<file path="config.mk">
export PLATFORM = sky130hd
export DESIGN_NAME = cfg_seq_top
export DESIGN_NICKNAME = d
export VERILOG_FILES = /design/src/rtl/cfg_seq_pkg.sv /design/src/rtl/cfg_seq_timer.sv /design/src/rtl/cfg_seq_scan.sv /design/src/rtl/cfg_seq_frames.sv /design/src/rtl/cfg_seq_top.sv
export SDC_FILE = /design/constraint.sdc
export NUM_CORES = 1
export LEC_CHECK = 0
export ABC_AREA = 0
export BUFFER_PORTS_ARGS = -buffer_cell sky130_fd_sc_hd__buf_2
export CORE_ASPECT_RATIO = 0.75
export CORE_MARGIN = 1
export CORE_UTILIZATION = 35
export CTS_CLUSTER_SIZE = 30
export DETAILED_ROUTE_END_ITERATION = 8
export MAX_ROUTING_LAYER = met4
export PLACE_DENSITY = 0.66
export SLEW_MARGIN = 20
export SYNTH_ARGS = -nofsm -noshare
export SYNTH_HDL_FRONTEND = slang
export SYNTH_SLANG_ARGS = --single-unit
</file>
<file path="constraint.sdc">
create_clock -name clk_i -period 4.2 [get_ports clk_i]
set_input_delay 0.21 -clock clk_i [delete_from_list [all_inputs] [get_ports clk_i]]
set_output_delay 0.21 -clock clk_i [all_outputs]
set_load 0.03 [all_outputs]
</file>
<file path="src/rtl/cfg_seq_pkg.sv">
package cfg_seq_pkg;
  typedef enum logic [3:0] {
    ST_PWR_WAIT  = 4'd0,
    ST_TIMEOUT   = 4'd1,
    ST_WIPE      = 4'd2,
    ST_RDY_WAIT  = 4'd3,
    ST_WIPE_LAST = 4'd4,
    ST_MST_DLY   = 4'd5,
    ST_LOAD      = 4'd6,
    ST_STARTUP   = 4'd7,
    ST_OPER      = 4'd8,
    ST_ERROR     = 4'd9
  } seq_state_e;
endpackage

</file>
<file path="src/rtl/cfg_seq_timer.sv">
module cfg_seq_timer #(
  parameter int W = 8
) (
  input  logic         clk_i,
  input  logic         rst_ni,
  input  logic         load_i,
  input  logic [W-1:0] val_i,
  output logic         zero_o
);
  logic [W-1:0] cnt_q;

  always_ff @(posedge clk_i or negedge rst_ni) begin
    if (!rst_ni)              cnt_q <= '0;
    else if (load_i)          cnt_q <= val_i - W'(1);
    else if (cnt_q != '0)     cnt_q <= cnt_q - W'(1);
  end

  assign zero_o = (cnt_q == '0);

  p_timer_step_r3: assert property (@(posedge clk_i) disable iff (!rst_ni)
    (!load_i && cnt_q != '0) |=> (cnt_q == $past(cnt_q) - W'(1)));
endmodule

</file>
<file path="src/rtl/cfg_seq_scan.sv">
module cfg_seq_scan #(
  parameter int NF = 8,
  parameter int AW = 3
) (
  input  logic          clk_i,
  input  logic          rst_ni,
  input  logic          restart_i,
  input  logic          step_i,
  output logic [AW-1:0] addr_o,
  output logic          last_o
);
  logic [AW-1:0] addr_q;

  assign last_o = (addr_q == AW'(NF - 1));

  always_ff @(posedge clk_i or negedge rst_ni) begin
    if (!rst_ni)        addr_q <= '0;
    else if (restart_i) addr_q <= '0;
    else if (step_i)    addr_q <= last_o ? '0 : addr_q + AW'(1);
  end

  assign addr_o = addr_q;

  p_scan_wrap_r4: assert property (@(posedge clk_i) disable iff (!rst_ni)
    (step_i && !restart_i && last_o) |=> (addr_q == '0));
  p_scan_range_r4: assert property (@(posedge clk_i) disable iff (!rst_ni)
    addr_q <= AW'(NF - 1));
endmodule

</file>
<file path="src/rtl/cfg_seq_frames.sv">
module cfg_seq_frames #(
  parameter int LW = 8
) (
  input  logic          clk_i,
  input  logic          rst_ni,
  input  logic          clr_i,
  input  logic          inc_i,
  input  logic [LW-1:0] len_i,
  output logic          hit_o
);
  logic [LW-1:0] cnt_q;

  always_ff @(posedge clk_i or negedge rst_ni) begin
    if (!rst_ni)     cnt_q <= '0;
    else if (clr_i)  cnt_q <= '0;
    else if (inc_i)  cnt_q <= cnt_q + LW'(1);
  end

  // widened compare: frame number len_i reached on this increment
  assign hit_o = inc_i && (({1'b0, cnt_q} + (LW+1)'(1)) == {1'b0, len_i});

  p_cnt_clear_r8: assert property (@(posedge clk_i) disable iff (!rst_ni)
    clr_i |=> (cnt_q == '0));
endmodule

</file>
<file path="src/rtl/cfg_seq_top.sv">
module cfg_seq_top
  import cfg_seq_pkg::*;
#(
  parameter int POR_CYC     = 20,
  parameter int MWAIT_CYC   = 6,
  parameter int STARTUP_CYC = 4,
  parameter int NUM_FRAMES  = 8,
  parameter int LEN_W       = 8,
  parameter int MODE_W      = 3,
  localparam int ADDR_W     = (NUM_FRAMES > 1) ? $clog2(NUM_FRAMES) : 1,
  localparam int T_A        = (4 * POR_CYC > MWAIT_CYC) ? 4 * POR_CYC : MWAIT_CYC,
  localparam int T_MAX      = (T_A > STARTUP_CYC) ? T_A : STARTUP_CYC,
  localparam int TMR_W      = $clog2(T_MAX + 1)
) (
  input  logic              clk_i,
  input  logic              rst_ni,
  input  logic              supply_ok_i,
  input  logic              selftest_ok_i,
  input  logic              prog_ni,
  input  logic [MODE_W-1:0] mode_i,
  input  logic              init_i,
  input  logic              frame_done_i,
  input  logic              frame_err_i,
  input  logic [LEN_W-1:0]  len_i,
  output logic              init_low_o,
  output logic              clr_en_o,
  output logic [ADDR_W-1:0] clr_addr_o,
  output logic              cclk_en_o,
  output logic              done_o,
  output logic [MODE_W-1:0] mode_o,
  output logic [3:0]        state_o
);
  seq_state_e state_q, state_d;
  logic [MODE_W-1:0] mode_q;

  logic              tmr_load, tmr_zero;
  logic [TMR_W-1:0]  tmr_val;
  logic              scan_restart, scan_step, scan_last;
  logic              cnt_clr, cnt_inc, cnt_hit;
  logic              mode_latch;

  cfg_seq_timer #(.W(TMR_W)) u_timer (
    .clk_i  (clk_i),
    .rst_ni (rst_ni),
    .load_i (tmr_load),
    .val_i  (tmr_val),
    .zero_o (tmr_zero)
  );

  cfg_seq_scan #(.NF(NUM_FRAMES), .AW(ADDR_W)) u_scan (
    .clk_i     (clk_i),
    .rst_ni    (rst_ni),
    .restart_i (scan_restart),
    .step_i    (scan_step),
    .addr_o    (clr_addr_o),
    .last_o    (scan_last)
  );

  cfg_seq_frames #(.LW(LEN_W)) u_frames (
    .clk_i  (clk_i),
    .rst_ni (rst_ni),
    .clr_i  (cnt_clr),
    .inc_i  (cnt_inc),
    .len_i  (len_i),
    .hit_o  (cnt_hit)
  );

  always_comb begin
    state_d      = state_q;
    tmr_load     = 1'b0;
    tmr_val      = '0;
    scan_restart = 1'b0;
    scan_step    = 1'b0;
    cnt_clr      = 1'b0;
    cnt_inc      = 1'b0;
    mode_latch   = 1'b0;
    unique case (state_q)
      ST_PWR_WAIT: begin
        if (supply_ok_i && selftest_ok_i) begin
          state_d  = ST_TIMEOUT;
          tmr_load = 1'b1;
          tmr_val  = mode_i[0] ? TMR_W'(POR_CYC) : TMR_W'(4 * POR_CYC);
        end
      end
      ST_TIMEOUT: begin
        if (tmr_zero) begin
          state_d      = ST_WIPE;
          scan_restart = 1'b1;
        end
      end
      ST_WIPE: begin
        scan_step = 1'b1;
        if (prog_ni && scan_last) state_d = ST_RDY_WAIT;
      end
      ST_RDY_WAIT: begin
        scan_step = 1'b1;
        if (init_i) begin
          state_d      = ST_WIPE_LAST;
          scan_restart = 1'b1;
        end
      end
      ST_WIPE_LAST: begin
        scan_step = 1'b1;
        if (scan_last) begin
          if (!mode_i[0]) begin
            state_d  = ST_MST_DLY;
            tmr_load = 1'b1;
            tmr_val  = TMR_W'(MWAIT_CYC);
          end else begin
            state_d    = ST_LOAD;
            mode_latch = 1'b1;
            cnt_clr    = 1'b1;
          end
        end
      end
      ST_MST_DLY: begin
        if (tmr_zero) begin
          state_d    = ST_LOAD;
          mode_latch = 1'b1;
          cnt_clr    = 1'b1;
        end
      end
      ST_LOAD: begin
        if (frame_err_i) begin
          state_d = ST_ERROR;
        end else if (frame_done_i) begin
          cnt_inc = 1'b1;
          if (cnt_hit) begin
            state_d  = ST_STARTUP;
            tmr_load = 1'b1;
            tmr_val  = TMR_W'(STARTUP_CYC);
          end
        end
      end
      ST_STARTUP: if (tmr_zero) state_d = ST_OPER;
      ST_OPER:    state_d = ST_OPER;
      ST_ERROR:   state_d = ST_ERROR;
      default:    state_d = ST_PWR_WAIT;
    endcase

    // reprogram request overrides everything past the power wait
    if (!prog_ni && state_q != ST_PWR_WAIT && state_q != ST_WIPE) begin
      state_d      = ST_WIPE;
      scan_restart = 1'b1;
      tmr_load     = 1'b0;
      mode_latch   = 1'b0;
      cnt_inc      = 1'b0;
    end
  end

  always_ff @(posedge clk_i or negedge rst_ni) begin
    if (!rst_ni) begin
      state_q <= ST_PWR_WAIT;
      mode_q  <= '0;
    end else begin
      state_q <= state_d;
      if (mode_latch) mode_q <= mode_i;
    end
  end

  assign init_low_o = (state_q == ST_PWR_WAIT) || (state_q == ST_TIMEOUT) ||
                      (state_q == ST_WIPE)     || (state_q == ST_ERROR);
  assign clr_en_o   = (state_q == ST_WIPE) || (state_q == ST_RDY_WAIT) ||
                      (state_q == ST_WIPE_LAST);
  assign cclk_en_o  = !mode_q[0] && ((state_q == ST_LOAD) || (state_q == ST_STARTUP));
  assign done_o     = (state_q == ST_OPER);
  assign mode_o     = mode_q;
  assign state_o    = state_q;

  p_pwr_hold_r2: assert property (@(posedge clk_i) disable iff (!rst_ni)
    (state_q == ST_PWR_WAIT && !(supply_ok_i && selftest_ok_i)) |=> state_q == ST_PWR_WAIT);
  p_timeout_entry_r3: assert property (@(posedge clk_i) disable iff (!rst_ni)
    (state_q == ST_TIMEOUT) |->
      ($past(state_q) == ST_PWR_WAIT || $past(state_q) == ST_TIMEOUT));
  p_last_wipe_start_r6: assert property (@(posedge clk_i) disable iff (!rst_ni)
    (state_q == ST_WIPE_LAST && $past(state_q) != ST_WIPE_LAST) |-> clr_addr_o == '0);
  p_load_entry_r7: assert property (@(posedge clk_i) disable iff (!rst_ni)
    (state_q == ST_LOAD && $past(state_q) != ST_LOAD) |->
      ($past(state_q) == ST_WIPE_LAST || $past(state_q) == ST_MST_DLY));
  p_err_hold_r9: assert property (@(posedge clk_i) disable iff (!rst_ni)
    (state_q == ST_ERROR && prog_ni) |=> state_q == ST_ERROR);
  p_err_pulls_r9: assert property (@(posedge clk_i) disable iff (!rst_ni)
    (state_q == ST_ERROR) |-> init_low_o);
  p_prog_restart_r11: assert property (@(posedge clk_i) disable iff (!rst_ni)
    (!prog_ni && state_q != ST_PWR_WAIT) |=> state_q == ST_WIPE);
endmodule

</file>
==> results.cfg <==
[grt]
grt_overflow = 0
grt_max_degree = 26
grt_pass1_wl_um = 6900
grt_pass1_vias = 1453
gr-usage-all-layers_pct = 16.45
antenna_found_initial = 0

[clock_network]
clk_pin_slew_ns = 0.09
cts_made_buffers = 3
cts_setup_buffers = 0
root_buffer = clkbuf_8
cts_tree = built
worstSkewPairLatency_ns = 0.27
clockBufferDepth = 2
cts_sinks = 25
h-tree-depth = 1

[cells_and_area]
seq_area_um2 = 625.6
drive_above_1_share_pct = 22.03
syn2layout_area_growth_pct = 15.10
finalInstanceArea_um2 = 2012
antennaDiodeCount = 0
utilization_pct = 43.51
multiInputGateArea_um2 = 1065
nFillCells = 484
final_net_count = 260

[logic_synthesis]
synth-seq-cells = 25
synthFlopType = dfrtp_1
syn_area_per_cell_um2 = 8.526
synth_warnings = 0
syn_area_um2 = 1748
syn-num-nets = 228
yosysUniqueCellTypes = 51
ys_seq_area_share_pct = 35.79
synth_edf_count = 0
synthCells = 205
async_flop_share_pct = 100.0

[sta]
fin_tns_setup_ns = 0
slew_violations = 0
timing_worst_slew_pin_value_ns = 0.7739
setup_ws_ns = 0.7946
slew_headroom_pct = 48.01
grt_setup_unrepaired = false
final.period_utilization_pct = 81.08
setup_viol_count_final = 0
fmax_ghz = 0.2936
finClkSkew_ns = 0.002895
finalHoldViolCount = 0
layout_min_cycle_time_ns = 3.405

[worst_setup_path]
slowest_stage = dfrtp_1
worstSetupEndpointType = flop
crit_required_ns = 4.41
worstSetupStartpointType = flop
worstPathCellList = and3b_2 > nand2_2 > nor4_2 > o2111ai_1 > nor3_1 > nor3_1 > a21oi_1 > ha_1 > inv_1 > or3_1 > a31oi_1 > o21ai_0 > a21oi_1
path_class = reg -> reg
crit_arrival_ns = 3.61
cpPeakStageDelay_ns = 0.69
path_max_fanout = 19

[drt]
drt-initial-drc-count = 134
drcViolationCount = 0
wl_per_cell_um = 13.63
finalWirelength_um = 3995
num_vias = 1606
vias_per_cell = 5.481
ant_nets = 0
firstDrtPassIters = 4

[floorplan]
core_um2 = 4624
initial_core_util_pct = 37.80
dieArea_um2 = 5284
fp.dieH_um = 63.20
ios = 33
die_w_um = 83.60
num_rows = 21

[placed_design]
gp_congestion = 0.8527
io_buffers = 32
placed_area_um2 = 1956
dpl.hpwl_um = 2956
pre_cts_ws_ns = 0.8618

[power_and_ir_drop]
p_leak_nw = 0.9168
vdd_drop_max_v = 0.0003276
power.density_nw_per_um2 = 566.9

[run]
maxCapViolations = 0

[run_status]
status = complete, no violations

[worst_hold_path]
worstHoldPathType = in -> reg
==> worst max-delay path: cells and delay by family (launching register included) <==
kind                     cells  cell delay [ns]
AO/OA/AOI/OAI                5             0.82
buffers and inverters        1             0.07
adder cells (fa/ha/maj)      1             0.20
AND/OR/NAND/NOR              6             1.57
flip-flops                   1             0.69
==> routing by layer <==
layer	up-vias	GRT usage [%]	wire length, µm
met5	-	-	0
met4	0	3.390	0
met3	0	2.883	272
met2	46	23.88	1765
met1	758	24.00	1958
li1	802	-	-
==> stage by stage <==
stage	instances	hold slack, ns	power (mW)
2_1_floorplan	205	-0.08559	0.8519
4_1_cts	293	0.1577	1.146
5_1_grt	293	0.1550	1.240
6_report	293	0.1623	1.141
3_3_place_gp	288	0.2426	0.9918
3_5_place_dp	288	0.2448	0.9902
==> final timing paths <==
kind                             from                 to  slack [ns]  cells past startpoint
max                        state_o[1]   u_timer.cnt_q[6]        0.79                     13
min                         mode_i[1]          mode_o[1]        0.16                      2
max reg2reg                state_o[1]   u_timer.cnt_q[6]        0.79                     13
min reg2reg                 mode_o[1]          mode_o[1]        0.51                      1
max in group asynchronous      rst_ni  u_frames.cnt_q[0]        3.35                      2
min in group asynchronous      rst_ni          mode_o[1]        0.46                      2
==> sequential cells by signal (all words and copies together), names as in the netlist <==
| register | count |
|---|---|
| u_timer.cnt_q | 7 |
| u_scan.addr_o | 3 |
| mode_o | 3 |
| u_frames.cnt_q | 8 |
| state_o | 4 |
==> cells in the final DEF, fill, tap and decap left out, types with 5 or more instances in the layout <==
cell type / synthesis / final
inv_1: 5 / 5
xnor2_1: 9 / 9
xor2_1: 7 / 7
or3_1: 5 / 5
buf_2: 1 / 32
a31oi_1: 5 / 5
o21ai_0: 15 / 15
nand2_1: 17 / 17
nor2_1: 27 / 27
a21oi_1: 14 / 14
nor3_1: 8 / 8
dfrtp_1: 25 / 25
==> final cells by class <==
class                      instances  area share (%)
multi-input combinational        167           52.92
timing repair buffer              35           9.204
sequential                        25           31.09
tap                               57           3.545
clock buffer                       3           2.052
clock inverter                     1          0.2488
inverter                           5          0.9328
==> synth_stat cells (5+ instances only) <==
library cell	count	area [µm²]
nor2_1	27	101.4
dfrtp_1	25	625.6
nand2_1	17	63.81
o21ai_0	15	75.07
a21oi_1	14	70.07
xnor2_1	9	78.83
nor3_1	8	40.04
xor2_1	7	61.31
clkbuf_1	6	22.52
a31oi_1	5	31.28
inv_1	5	18.77
or3_1	5	31.28
==> kinds of logic (layout without fill, tap and decap cells) <==
kind of cell             count (synthesis)  after routing  share of synthesized area [%]
buffers and inverters                   13             44                          3.292
AO/OA/AOI/OAI                           53             53                          19.90
adder cells (fa/ha/maj)                  4              4                          2.863
AND/OR/NAND/NOR                         89             89                          27.13
multiplexers                             5              5                          3.006
XOR/XNOR                                16             16                          8.018
flip-flops                              25             25                          35.79
==> timing repair <==
| item | CTS | global route |
|---|---|---|
| setup endpoints to repair | 0 | 0 |
| hold buffers | 1 | 0 |
| endpoints found under the hold margin | 25 | 0 |
| gates resized for setup | 0 | 0 |
==> power by group <==
group | internal, mW | switching, mW | total, mW
Sequential | 0.308 | 0.0872 | 0.396
Clock | 0.0666 | 0.0812 | 0.148
Combinational | 0.244 | 0.353 | 0.597
Total | 0.619 | 0.521 | 1.14
No activity file was read; power rests on OpenSTA's default activity.
